--- src/rtl/burst_addr_pkg.sv ---
package burst_addr_pkg;
  localparam int CNT_W = 2;

  typedef struct packed {
    logic clear;
    logic load;
    logic step;
    logic [CNT_W-1:0] nextPos;
  } burstStrobes_t;
endpackage

--- src/rtl/burst_ctrl.sv ---
module burst_ctrl
  import burst_addr_pkg::*;
(
  input  logic             clk,
  input  logic             rst,
  input  logic             startCpu,
  input  logic             startCtl,
  input  logic             advance,
  output burstStrobes_t    strobes,
  output logic [CNT_W-1:0] posQ
);
  logic loadReq;
  logic stepReq;
  logic [CNT_W-1:0] posD;

  always_comb begin
    loadReq = startCpu | startCtl;
    stepReq = advance & ~loadReq;
    posD    = posQ;
    if (loadReq)      posD = '0;
    else if (stepReq) posD = posQ + 1'b1;
  end

  always_ff @(posedge clk) begin
    if (rst) posQ <= '0;
    else     posQ <= posD;
  end

  always_comb begin
    strobes.clear   = rst;
    strobes.load    = loadReq & ~rst;
    strobes.step    = stepReq & ~rst;
    strobes.nextPos = posD;
  end
endmodule

--- src/rtl/burst_datapath.sv ---
module burst_datapath
  import burst_addr_pkg::*;
#(
  parameter int ADDR_W = 18
) (
  input  logic              clk,
  input  burstStrobes_t     strobes,
  input  logic [ADDR_W-1:0] extAddr,
  input  logic              orderSel,
  output logic [ADDR_W-1:0] addrQ
);
  localparam int UP_W = ADDR_W - CNT_W;

  logic [CNT_W-1:0] startLowQ;
  logic [CNT_W-1:0] linLow;
  logic [CNT_W-1:0] ilvLow;
  logic [CNT_W-1:0] stepLow;

  always_comb begin
    linLow  = startLowQ + strobes.nextPos;
    ilvLow  = startLowQ ^ strobes.nextPos;
    stepLow = orderSel ? ilvLow : linLow;
  end

  always_ff @(posedge clk) begin
    if (strobes.clear) begin
      addrQ     <= '0;
      startLowQ <= '0;
    end else if (strobes.load) begin
      addrQ     <= extAddr;
      startLowQ <= extAddr[CNT_W-1:0];
    end else if (strobes.step) begin
      addrQ <= {addrQ[ADDR_W-1:CNT_W], stepLow};
    end
  end

  logic [UP_W-1:0] unusedUp;
  assign unusedUp = '0;
endmodule

--- src/rtl/burst_addr_gen.sv ---
module burst_addr_gen
  import burst_addr_pkg::*;
#(
  parameter int ADDR_W = 18
) (
  input  logic              clk,
  input  logic              rst,
  input  logic [ADDR_W-1:0] extAddr,
  input  logic              startCpu,
  input  logic              startCtl,
  input  logic              advance,
  input  logic              orderSel,
  output logic [ADDR_W-1:0] curAddr,
  output logic [CNT_W-1:0]  burstPos
);
  burstStrobes_t strobes;

  burst_ctrl ctrl_i (
    .clk(clk), .rst(rst), .startCpu(startCpu), .startCtl(startCtl),
    .advance(advance), .strobes(strobes), .posQ(burstPos)
  );

  burst_datapath #(.ADDR_W(ADDR_W)) dp_i (
    .clk(clk), .strobes(strobes), .extAddr(extAddr),
    .orderSel(orderSel), .addrQ(curAddr)
  );
endmodule

--- config.mk ---
export PLATFORM = sky130hd
export DESIGN_NAME = burst_addr_gen
export DESIGN_NICKNAME = d
export VERILOG_FILES = /design/src/rtl/burst_addr_pkg.sv /design/src/rtl/burst_ctrl.sv /design/src/rtl/burst_datapath.sv /design/src/rtl/burst_addr_gen.sv
export SDC_FILE = /design/constraint.sdc
export NUM_CORES = 1
export LEC_CHECK = 0
export BUFFER_PORTS_ARGS = -buffer_cell sky130_fd_sc_hd__buf_2
export CORE_UTILIZATION = 38
export DETAILED_ROUTE_END_ITERATION = 10
export PLACE_DENSITY = 0.74
export SLEW_MARGIN = 20
export SYNTH_ARGS = -nofsm -noshare
export SYNTH_HDL_FRONTEND = slang
export SYNTH_SLANG_ARGS = --single-unit
--- constraint.sdc ---
create_clock -name clk -period 1.36 [get_ports clk]
set_input_delay 0.068 -clock clk [delete_from_list [all_inputs] [get_ports clk]]
set_output_delay 0.068 -clock clk [all_outputs]
set_load 0.02 [all_outputs]
Yosys cells after proc, flatten, opt, wreduce, memory -nomap -nowiden. Index checks and enable logic that the tools add are counted. W data, S select, Z words.

Bitwise logic cells: 7. $add $sub $neg: 2. Mux-type cells: 5. Reduce and logical (&&, ||, !) cells: 1.

Operators by type and width (number): $mux W18 (1); $mux W2 (4); $and A1 B1 Y1 (3); $add A2 B1 Y2 const B (1); $add A2 B2 Y2 (1); $not A1 Y1 (2); $reduce_bool A2 Y1 (1); $xor A2 B2 Y2 (1); $or A1 B1 Y1 (1).

Flip-flop bits (word level): 22. Word-level logic and storage cells: 19. Output and inout port bits: 20. Bits of input ports: 24.

Depth between registers and ports, before layout.
Word-level depth: 9. Mapped depth: 7. Depth with buffers taken out: 6.

Hierarchy. A second synthesis with hierarchy kept.

Cell total of the unflattened synthesis: 86. Area, all modules: 880.8 µm².

By module, submodules not included: burst_datapath (instances 1, area each 757.0 µm², seq. area each 400.4 µm², cells an instance 73); burst_ctrl (instances 1, area each 123.9 µm², seq. area each 40.0 µm², cells an instance 13).

Worst setup path after synthesis. Ideal clock, no wire load.

Kind: flip-flop to flip-flop. Start point: reg ctrl_i.posQ[0]. End point: reg dp_i.addrQ[1]. Stages on the path, launching flop included: 7. Data arrival time: 1484 ps. Setup slack: -207 ps. Buffers on the path: 0. Required time: 1277 ps. Library setup time: 83 ps. Clock period less this slack: 1567 ps. Cells stage by stage: dfxtp_1 -> xnor2_1 -> nor2_1 -> ha_1 -> nor2b_1 -> xnor3_1 -> o221ai_1.

Word-level cells in the longest chain between the ends: 7. Elaborated cells on any way between the ends: 8. Those cells by class: add/sub (2); mux (5); bitwise (1).

Ends and longest elaborated chain: start: declaration (line burst_ctrl.sv:10) `output logic [CNT_W-1:0] posQ`; start signal: assignment (line burst_ctrl.sv:26) `else posQ <= posD;`; $add A2 B1 Y2 (line burst_ctrl.sv:21) `else if (stepReq) posD = posQ + 1'b1;`; $mux W2 (*) (line burst_ctrl.sv:21); $mux W2 (*) (line burst_ctrl.sv:20) `if (loadReq) posD = '0;`; named net ctrl_i.posD[0] (line burst_ctrl.sv:14) `logic [CNT_W-1:0] posD;`; $add A2 B2 Y2 (*) (line burst_datapath.sv:20) `linLow = startLowQ + strobes.nextPos;`; $mux W2 (*) (line burst_datapath.sv:22) `stepLow = orderSel ? ilvLow : linLow;`; $mux W2 (*) (line burst_datapath.sv:32) `end else if (strobes.step) begin`; $mux W18 (*) (line burst_datapath.sv:29) `end else if (strobes.load) begin`; end signal: assignment (line burst_datapath.sv:30) `addrQ <= extAddr;`; end signal: assignment (line burst_datapath.sv:33) `addrQ <= {addrQ[ADDR_W-1:CNT_W], stepLow};`; end: declaration (line burst_datapath.sv:10) `output logic [ADDR_W-1:0] addrQ`.

Mark *: on every way through the listed nets, which the timed path passes. The rest lies on a longest branch. The select of a mux whose other input is x is not followed. A chain may end at the register's enable or synchronous reset.

Final worst setup path.
Start point: reg ctrl_i.posQ[0]. End point: reg dp_i.addrQ[0].

Word-level cells in the longest chain between the ends: 7. Elaborated cells on any way between the ends: 8. Those cells by class: add/sub (2); mux (5); bitwise (1).

Ends and longest elaborated chain (line): $add A2 B1 Y2 (burst_ctrl.sv:21); $mux W2 (*) (burst_ctrl.sv:21); $mux W2 (*) (burst_ctrl.sv:20); named net ctrl_i.posD[0] (burst_ctrl.sv:14); $add A2 B2 Y2 or $xor A2 B2 Y2 (tied branches) (burst_datapath.sv:20, burst_datapath.sv:21); $mux W2 (*) (burst_datapath.sv:22); $mux W2 (*) (burst_datapath.sv:32); $mux W18 (*) (burst_datapath.sv:29).

Marks and branches as above.

==> impl_results.md <==
* DR iter-0 viols at 12
* Maxcap violations at 0
* Critical Path, Cell by Cell: xnor2_2, nor2_1, ha_1, mux2_2, nand2_1, a21oi_1
* First-pass GRT wire length at ~3.3 mm
* # IOs at 44
* Distinct cells, synth at 16
* Startpoint types: register
* Clock transition at path regs at approximately 110 ps
* Post-synth top area cell: dfxtp_1
* Crit path max fanout at 2
* Avg Inst Size Synth at 8.30 um^2
* Number of port buffers at 43
* Max stage delay on crit path at roughly 370 ps
* Residual DRC at 0
* Average wire per standard cell at between 10 and 15 um
* P&R area growth vs syn at 54.0%
* Final Max Tran Viols at 0
* Skew final at roughly 0.55 ps
* Fin area at roughly 0.0013 mm^2
* Most common cell after layout, fill and taps aside: buf_2
* Leakage at 0.627 nW
* Worst path buffer plus inverter count at 0
* Mapped Nets at 125
* GP Congestion at 0.753
* Die Footprint at between 0.002 and 0.0025 mm^2
* Fin nets at 186
* H-tree depth at 1
* Yosys reg bits at 22
* Global Route Usage Sum at a little under a fifth
* Vias in the first global route at slightly below 800
* Start point of the critical path: ctrl_i.posQ[0]
* Routed vias/inst at around 4.7
* Max Fclk at around 750 MHz
* Arrival time worst endpoint at 1530 ps
* Crit Path Category: register to register
* Synthesized area at 830 um^2
* Relative slew margins at a little under nine tenths
* Initial core utilization at about two fifths
* DP HPWL at roughly 1.4 mm
* Root buffer cell: clkbuf_4
* Diodes inserted at 0
* Least-Margin Pin Slew at between 200 and 250 ps
* Simple logic cell fraction of the synthesized area at 22.9%
* Final setup margin at roughly 31 ps
* Share of post-route cells with drive strength above 1 at a little over a third
* # fillers at 176
* Instance count on the critical path at 6
* CTS Buf Count at 3
* Final antenna-violating net count at 0
* Vert. Die Dim at just under 50 um
* Via count at 872
* Final setup viols at 0
* Worst r2r src: ctrl_i.posQ[0]
* Clock sink count at 22
* Synthesis Warnings at 0
* Remaining Overflow, GRT at 0
* Status: finished clean
* Core area at approximately 0.002 mm^2
* Worst R2R Setup Slack at between 30 and 40 ps
* Top-area cell type share of the netlist area at between 50% and 60%
* Routed wire length at roughly 2.0 mm
* Pwr/cell area at 969 mW/mm^2
* Final Util at around 64%
* Reg2Reg Depth at 6
* Area after DPL at 0.00111 mm^2
* Pre-antenna DRT Iters at 4
* Pre-CTS WS at around 5.8 ps
* Crit. End Element: register
* Width of the chip at about 49 um
* Hold crit path type: input pin to register
* Cells after Synth at 100
* Proportion of synthesized area in mux cells at roughly 1.4%
* Synth Area in XOR/XNOR at between 5 and 6%
* CTS tree: yes
* CTS max path bufs at 2
* Sequential-to-total area share from yosys stat at between 50% and 60%
* Crit path max-delay family: flip-flops
* Synth Area in Compound Gates at about 13%
* Hold Startpoint: extAddr[15]
* Ranking of synthesized cells by area: dfxtp_1 (53%), nand2_1 (17%), a21oi_1 (11%)
* Worst skew pair latency at around 290 ps
* Adder-cell area share of the yosys netlist at about 1.5%
* CP max-delay cell: dfxtp_4
* Post-route minimum period at 1330 ps
* Largest net degree at the start of global routing at 22
* Main combinational cell family by area after synthesis: simple AND/OR/NAND/NOR gates
* Peak supply drop at just over 600 uV
* R2R Path End: dp_i.addrQ[0]
* Critical Path Sink: dp_i.addrQ[0]
* Period utilization at 97.7%
* Required @ worst endpoint at 1560 ps
* Row count at 16
* RSZ-0062 raised after global routing: yes
* Initial antenna violation count at 0
* Hold Vio Cnt, Final at 0
* Commonest cells after routing, fill and taps aside: buf_2 (43), nand2_1 (38), dfxtp_1 (21), a21oi_1 (19), dlygate4sd3_1 (13)
==> tightest hold or removal path: stages <==
cell and delay [ps]:
buf_2 100, nand2_1 50, a21oi_1 60
==> cell families (layout without fill, tap and decap cells) <==
| kind of cell | Yosys count | count (layout) |
|---|---|---|
| buffers and inverters | 6 | 66 |
| AO/OA/AOI/OAI | 20 | 20 |
| XOR/XNOR | 4 | 4 |
| AND/OR/NAND/NOR | 46 | 46 |
| flip-flops | 22 | 22 |
| adder cells (fa/ha/maj) | 1 | 1 |
| multiplexers | 1 | 1 |
==> stage by stage <==
stage | hold slack [ps] | setup TNS, ps | cells | total power [mW]
finish | 12.2 | 0 | 187 | 1.24
global route | 1.88 | -57.8 | 187 | 1.31
CTS | 3.01 | 0 | 186 | 1.25
detailed placement | 321 | 0 | 169 | 0.927
global placement | 314 | 0 | 169 | 0.920
floorplan | 135 | 0 | 100 | 0.836
==> timing repair <==
| action | CTS | global route |
|---|---|---|
| resized for setup | 1 | 0 |
| pin swaps | 0 | 1 |
| buffers inserted | 0 | 1 |
| endpoints found under the hold margin | 13 | 0 |
| setup endpoints to repair | 1 | 2 |
| hold buffers | 13 | 0 |
| cloned | 0 | 0 |
==> registers in the layout (all words and copies together), names as in the netlist <==
| signal | flops |
|---|---|
| ctrl_i.posQ | 2 |
| dp_i.startLowQ | 2 |
| dp_i.addrQ | 18 |
==> power by group <==
part	switching, mW	total, mW	internal, mW
logic	0.129	0.247	0.118
registers	0.0188	0.700	0.681
clock network	0.176	0.290	0.114
==> final cells by class <==
| class | count | area [um^2] | share of cell area [%] |
|---|---|---|---|
| clock buffers | 4 | 26.3 | 2.06 |
| multi-input cells | 72 | 383 | 30.0 |
| flip-flops and latches | 22 | 444 | 34.8 |
| well taps | 27 | 33.8 | 2.64 |
| repair buffers | 62 | 390 | 30.6 |
==> layer usage <==
| metal | up-vias | global-route usage [%] | part of all wire [%] |
|---|---|---|---|
| li1 | 449 | - | - |
| met1 | 381 | 19.3 | 43 |
| met2 | 40 | 34.3 | 50 |
| met3 | 2 | 3.77 | 6.5 |
| met4 | 0 | 7.35 | 0.45 |
| met5 | - | 0 | 0 |
==> cells in the mapped netlist <==
library cell,instances
nand2_1,38
dfxtp_1,22
a21oi_1,19
clkbuf_1,6
nor2_1,2
nor3_1,2
xor2_1,2
ha_1,1
mux2_2,1
nand3b_1,1
nor2b_1,1
o221ai_1,1
or2_1,1
or4b_1,1
xnor2_1,1
xnor3_1,1
==> how the worst min path moves through the flow <==
stage	end	slack (ps)	cells past startpoint
global route	dp_i.addrQ[4]	2	3
finish	dp_i.addrQ[15]	10	3
detailed placement	dp_i.addrQ[9]	320	3
floorplan	ctrl_i.posQ[0]	140	1
CTS	dp_i.addrQ[15]	3	3
global placement	dp_i.addrQ[3]	310	3
(Power assumes the default switching activity.)
